--- config.mk ---
export PLATFORM = sky130hd
export DESIGN_NAME = burst_phase_engine
export DESIGN_NICKNAME = d
export VERILOG_FILES = /design/src/rtl/bpe_pkg.sv /design/src/rtl/bpe_beat_counter.sv /design/src/rtl/bpe_read_capture.sv /design/src/rtl/burst_phase_engine.sv
export SDC_FILE = /design/constraint.sdc
export NUM_CORES = 1
export LEC_CHECK = 0
export ABC_AREA = 1
export BUFFER_PORTS_ARGS = -buffer_cell sky130_fd_sc_hd__buf_4
export CAP_MARGIN = 20
export CORE_AREA = 2 2 84 126
export CTS_CLUSTER_SIZE = 25
export DETAILED_ROUTE_END_ITERATION = 7
export DIE_AREA = 0 0 86 128
export REMOVE_ABC_BUFFERS = 1
export SETUP_SLACK_MARGIN = 0.1
export SLEW_MARGIN = 5
export SYNTH_ARGS = -nofsm -noshare
export SYNTH_HDL_FRONTEND = slang
export SYNTH_SLANG_ARGS = --single-unit
--- constraint.sdc ---
create_clock -name clk -period 2 [get_ports clk]
set_input_delay 0.5 -clock clk [delete_from_list [all_inputs] [get_ports clk]]
set_output_delay 0.5 -clock clk [all_outputs]
set_load 0.02 [all_outputs]
--- src/rtl/bpe_pkg.sv ---
package bpe_pkg;
    typedef enum logic [1:0] {
        ST_IDLE  = 2'd0,
        ST_SEL   = 2'd1,
        ST_FETCH = 2'd2,
        ST_HOLD  = 2'd3
    } bpe_state_e;
endpackage

--- src/rtl/bpe_beat_counter.sv ---
module bpe_beat_counter #(
    parameter int CNT_W = 4
) (
    input  logic             clk,
    input  logic             rst_n,
    input  logic             load,
    input  logic [CNT_W-1:0] load_val,
    input  logic             dec,
    output logic             is_one,
    output logic             is_two
);
    logic [CNT_W-1:0] left_q;

    always_ff @(posedge clk or negedge rst_n) begin
        if (!rst_n) begin
            left_q <= '0;
        end else if (load) begin
            left_q <= load_val;
        end else if (dec && left_q != '0) begin
            left_q <= left_q - CNT_W'(1);
        end
    end

    assign is_one = (left_q == CNT_W'(1));
    assign is_two = (left_q == CNT_W'(2));
endmodule

--- src/rtl/bpe_read_capture.sv ---
module bpe_read_capture #(
    parameter int DATA_W = 32
) (
    input  logic              clk,
    input  logic              rst_n,
    input  logic              sample_en,
    input  logic              beat_done,
    input  logic              is_read,
    input  logic [DATA_W-1:0] ad_in,
    output logic              rd_valid,
    output logic [DATA_W-1:0] rd_data
);
    logic [DATA_W-1:0] word_q;
    logic              vld_q;

    // The AD lines are latched on every clock of a phase; only the
    // value taken on the completing clock is flagged as valid.
    always_ff @(posedge clk or negedge rst_n) begin
        if (!rst_n) begin
            word_q <= '0;
            vld_q  <= 1'b0;
        end else begin
            if (sample_en) begin
                word_q <= ad_in;
            end
            vld_q <= beat_done && is_read;
        end
    end

    assign rd_valid = vld_q;
    assign rd_data  = word_q;
endmodule

--- src/rtl/burst_phase_engine.sv ---
module burst_phase_engine
    import bpe_pkg::*;
#(
    parameter  int DATA_W = 32,
    parameter  int CNT_W  = 4,
    localparam int BE_W   = DATA_W / 8
) (
    input  logic              clk,
    input  logic              rst_n,
    input  logic              cmd_start,
    input  logic              cmd_write,
    input  logic [CNT_W-1:0]  cmd_count,
    input  logic              loc_valid,
    output logic              loc_ready,
    input  logic [DATA_W-1:0] loc_data,
    input  logic [BE_W-1:0]   loc_be_n,
    output logic              rd_valid,
    output logic [DATA_W-1:0] rd_data,
    output logic              bus_frame_n,
    output logic              bus_irdy_n,
    input  logic              bus_trdy_n,
    input  logic              bus_devsel_n,
    output logic [BE_W-1:0]   bus_cbe_n,
    output logic [DATA_W-1:0] bus_ad_out,
    output logic              bus_ad_oe,
    input  logic [DATA_W-1:0] bus_ad_in
);
    bpe_state_e state_q, state_d;

    logic              frame_n_q;
    logic              irdy_n_q;
    logic [BE_W-1:0]   cbe_n_q;
    logic [DATA_W-1:0] ad_q;
    logic              oe_q;
    logic              dir_q;

    logic go;
    logic beat_done;
    logic take;
    logic is_one;
    logic is_two;
    logic next_final;

    assign go        = (state_q == ST_IDLE) && cmd_start && (cmd_count != '0);
    assign beat_done = (state_q == ST_HOLD) && !irdy_n_q && !bus_trdy_n;

    always_comb begin
        loc_ready = 1'b0;
        unique case (state_q)
            ST_IDLE:  loc_ready = 1'b0;
            ST_SEL:   loc_ready = !bus_devsel_n;
            ST_FETCH: loc_ready = 1'b1;
            ST_HOLD:  loc_ready = beat_done && !is_one;
        endcase
    end

    assign take = loc_ready && loc_valid;

    // The entry being loaded is the final one when one word is left
    // (from SEL/FETCH) or two are left while one completes (from HOLD).
    assign next_final = (state_q == ST_HOLD) ? is_two : is_one;

    bpe_beat_counter #(
        .CNT_W(CNT_W)
    ) i_count (
        .clk     (clk),
        .rst_n   (rst_n),
        .load    (go),
        .load_val(cmd_count),
        .dec     (beat_done),
        .is_one  (is_one),
        .is_two  (is_two)
    );

    bpe_read_capture #(
        .DATA_W(DATA_W)
    ) i_rcap (
        .clk      (clk),
        .rst_n    (rst_n),
        .sample_en(state_q == ST_HOLD),
        .beat_done(beat_done),
        .is_read  (!dir_q),
        .ad_in    (bus_ad_in),
        .rd_valid (rd_valid),
        .rd_data  (rd_data)
    );

    always_comb begin
        state_d = state_q;
        unique case (state_q)
            ST_IDLE: begin
                if (go) state_d = ST_SEL;
            end
            ST_SEL: begin
                if (!bus_devsel_n) state_d = take ? ST_HOLD : ST_FETCH;
            end
            ST_FETCH: begin
                if (take) state_d = ST_HOLD;
            end
            ST_HOLD: begin
                if (beat_done) begin
                    if (is_one)    state_d = ST_IDLE;
                    else if (take) state_d = ST_HOLD;
                    else           state_d = ST_FETCH;
                end
            end
        endcase
    end

    always_ff @(posedge clk or negedge rst_n) begin
        if (!rst_n) state_q <= ST_IDLE;
        else        state_q <= state_d;
    end

    always_ff @(posedge clk or negedge rst_n) begin
        if (!rst_n) begin
            frame_n_q <= 1'b1;
            irdy_n_q  <= 1'b1;
            cbe_n_q   <= '1;
            ad_q      <= '0;
            oe_q      <= 1'b0;
            dir_q     <= 1'b0;
        end else begin
            unique case (state_q)
                ST_IDLE: begin
                    if (go) begin
                        frame_n_q <= 1'b0;
                        dir_q     <= cmd_write;
                        cbe_n_q   <= '1;
                    end
                end
                ST_SEL, ST_FETCH: begin
                    if (take) begin
                        irdy_n_q  <= 1'b0;
                        cbe_n_q   <= loc_be_n;
                        ad_q      <= loc_data;
                        oe_q      <= dir_q;
                        frame_n_q <= next_final;
                    end
                end
                ST_HOLD: begin
                    if (beat_done) begin
                        if (is_one) begin
                            irdy_n_q <= 1'b1;
                            oe_q     <= 1'b0;
                            cbe_n_q  <= '1;
                        end else if (take) begin
                            cbe_n_q   <= loc_be_n;
                            ad_q      <= loc_data;
                            frame_n_q <= next_final;
                        end else begin
                            irdy_n_q <= 1'b1;
                        end
                    end
                end
            endcase
        end
    end

    assign bus_frame_n = frame_n_q;
    assign bus_irdy_n  = irdy_n_q;
    assign bus_cbe_n   = cbe_n_q;
    assign bus_ad_out  = ad_q;
    assign bus_ad_oe   = oe_q;
endmodule

==> run_results.csv <==
group,metric,value,unit
outcome,status,"completed",
synth,synth-seq-area-share,57.0,%
layout,drive_gt1_share,37.3,%
power_and_ir_drop,p_leak,0.00284,uW
setup_path,cp-end-kind,"output port",
die,die_area,0.0110,mm2
layout,diodes,0,
layout,area_delta_synth_final,49.0,%
setup_path,critical_path.startpoint,"state_q[0]",
global_route,grt_overflow,0,
setup_path,cp_slowest_stage_delay,0.40,ns
route,viasPerCell,4.66,
die,die_w,86,um
die,initial_utilization,34.9,%
setup_path,slowest_stage,"dfrtp_2",
setup_path,reg2reg_slack,0.21,ns
synth,synthFlopType,"dfrtp_1",
synth,synth.area.top_cells,"dfrtp_1 (52%), nand2_1 (21%), nand3_1 (6.3%)",
setup_path,critical_path_arrival,1.44,ns
layout,nNetsFinal,660,
clock_network,clkSinkCount,79,
route,vias,3240,
layout,stdcell_area,0.00519,mm2
timing,timing.hold.ws,0.0793,ns
setup_path,critical_path_class,"register to output port",
power_and_ir_drop,vdd_drop_max,0.716,mV
die,dieHeight,128,um
setup_path,path_depth,8,
clock_network,cts_root_buf,"clkbuf_16",
synth,synth_edf_count,0,
clock_network,cts_buffer_depth,2,
synth,syn_area,0.00348,mm2
timing,finalMaxSlewViolations,0,
timing,hold_viol,0,
setup_path,start_kind,"register",
route,dr.pass1.iters,5,
die,io-pin-count,152,
placed_design,place_inst,673,
route,route.detailed.drc,0,
clock_network,cts-buffers-inserted,9,
timing,min_period_over_period,96.9,%
route,final_antenna_net_count,0,
setup_path,crit_top_cell,"nand2_2",
clock_network,clk_pin_slew,0.06,ns
synth,synth.distinct_cells,29,
timing,worstMarginPinSlew,0.365,ns
synth,netlist.area_leader.share,52.5,%
setup_path,path_buf_inv,2,
setup_path,crit_chain,"ha_2, nand2_1, nor2_4, nand2_2, nand2_4, nand2_2, inv_2, buf_6",
die,design.core.area,0.00997,mm2
synth,yosysWarnings,0,
placed_design,dpl.hpwl,7.39,mm
min_path,hold_path_class,"primary input to asynchronous set/reset pin",
timing,setup_viol,0,
clock_network,clk_latency,0.33,ns
timing,rsz0062_at_grt,"yes",
placed_design,place.gp.congestion,0.847,
clock_network,hold_buffers,0,
layout,fill_cells,962,
global_route,grt_first_pass_wirelength,16.0,mm
setup_path,crit-reg2reg-capture,"bus_ad_out[21]",
synth,syn_inst,412,
timing,slew-limit-headroom,75.7,%
synth,synthArstFlopShare,100,%
global_route,antenna_found_initial,0,
layout,instances_no_fill,696,
setup_path,rr_worst_depth,9,
layout,fin_util,52.1,%
global_route,grt_pass1_vias,3243,
die,rows,45,
setup_path,worstSetupEndpoint,"loc_ready",
setup_path,r2r_start,"state_q[0]",
setup_path,required,1.50,ns
synth,synth_top_area_cell,"dfrtp_1",
route,detail_route.wl_per_cell,14.5,um
placed_design,post_dp_cell_area,0.00477,mm2
setup_path,cp_max_fo,3,
global_route,grtUsageTotal,18.8,%
timing,max_freq,516,MHz
placed_design,io_buffers,151,
global_route,grt_start_max_net_pins,39,
clock_network,cts_htree_levels,3,
run,max_cap_viol_count,0,
route,wl,10.1,mm
synth,ys_seq_elements,79,
synth,synth_area_per_cell,8.45,um2
setup_path,critPathTopFamily,"flip-flops",
route,dr.first_iter.drc_count,194,
power_and_ir_drop,power_density,1850,mW/mm2
timing,period_minus_slack,1.94,ns
timing,skew,0.00613,ns
clock_network,tritoncts,"yes",
## flip-flops by register name, indices dropped and copies added (netlist names)
name	count
bus_cbe_n	4
bus_ad_oe	1
bus_frame_n	1
i_rcap.rd_valid	1
state_q	2
bus_irdy_n	1
i_count.left_q	4
dir_q	1
i_rcap.rd_data	32
bus_ad_out	32
## per-layer routing
metal	global-route usage (%)	share of wire, %	up-vias
li1	-	-	1623
met1	20.9	36	1509
met2	34.2	57	94
met3	4.70	4.3	14
met4	6.72	2.3	0
met5	0	0	-
## cell usage after synthesis, types with 2 or more instances
master and n:
nand4_1 5, buf_2 6, buf_1 3, nand2_1 194, nor2_4 2, dfrtp_1 73
inv_2 3, nand3_1 44, ha_1 7, clkbuf_1 3, nand2_2 2, nor2_1 17
a21oi_1 12, o21ai_0 3, inv_1 16, dfstp_2 6, buf_4 4
## where the power goes
group | switching, uW | internal, uW
logic | 3090 | 2050
clock network | 643 | 867
registers | 494 | 2440
## cell type report
| type | count | area, um2 | area share (%) |
|---|---|---|---|
| multi-input combinational | 297 | 1400 | 26.9 |
| inverter | 20 | 82.6 | 1.59 |
| clock buffer | 10 | 239 | 4.61 |
| tap | 117 | 146 | 2.82 |
| timing repair buffer | 167 | 1300 | 25.1 |
| clock inverter | 6 | 36.3 | 0.699 |
| sequential | 79 | 1990 | 38.3 |
## worst min path at each step
stage,from,to,slack (ns),cells past startpoint
2_1_floorplan,rst_n,bus_ad_oe,0.20,0
3_3_place_gp,rst_n,i_count.left_q[2],0.44,1
3_5_place_dp,rst_n,i_count.left_q[0],0.44,1
4_1_cts,rst_n,i_count.left_q[2],0.08,1
5_1_grt,rst_n,i_count.left_q[2],0.09,1
6_report,rst_n,i_count.left_q[2],0.08,1
## through the flow
step	total power, uW	setup TNS, ns	setup slack (ns)
2_1_floorplan	5720	-21.29	-0.600
3_3_place_gp	7740	0	0.192
3_5_place_dp	7820	0	0.170
4_1_cts	9500	0	0.0211
5_1_grt	10300	-0.0366	-0.0366
6_report	9590	0	0.0626
## cells in the final DEF, fill, tap and decap left out, types with 2 or more instances in the layout
master,Yosys,final
inv_1,16,10
ha_1,7,3
dfrtp_1,73,72
a21oi_1,12,12
buf_6,0,2
nand4_1,5,5
buf_4,4,161
dfstp_2,6,6
o21ai_0,3,3
nor2_4,2,4
nand2_1,194,193
inv_2,3,8
nand3_1,44,44
nand2_2,2,2
clkbuf_16,0,9
clkinv_4,1,2
clkinv_2,0,4
ha_4,0,3
buf_8,0,2
nor2_1,17,15
buf_12,0,2
nand2_4,1,2
## what timing repair did
item / in CTS / in global routing
setup endpoints to repair: 1 / 38
resized for setup: 9 / 18
buffers inserted: 6 / 1
pin swaps: 4 / 4
## cells by family (layout without fill, tap and decap cells)
group,count (synthesis),count (layout),share of synthesized area [%]
compound gates,20,20,3.27
xor+xnor,1,1,0.252
fa+ha+maj,7,7,2.52
buf+inv,36,203,4.67
flops,79,79,57.0
simple gates,269,269,32.3
Note: power is estimated with default switching activity, not from simulation.
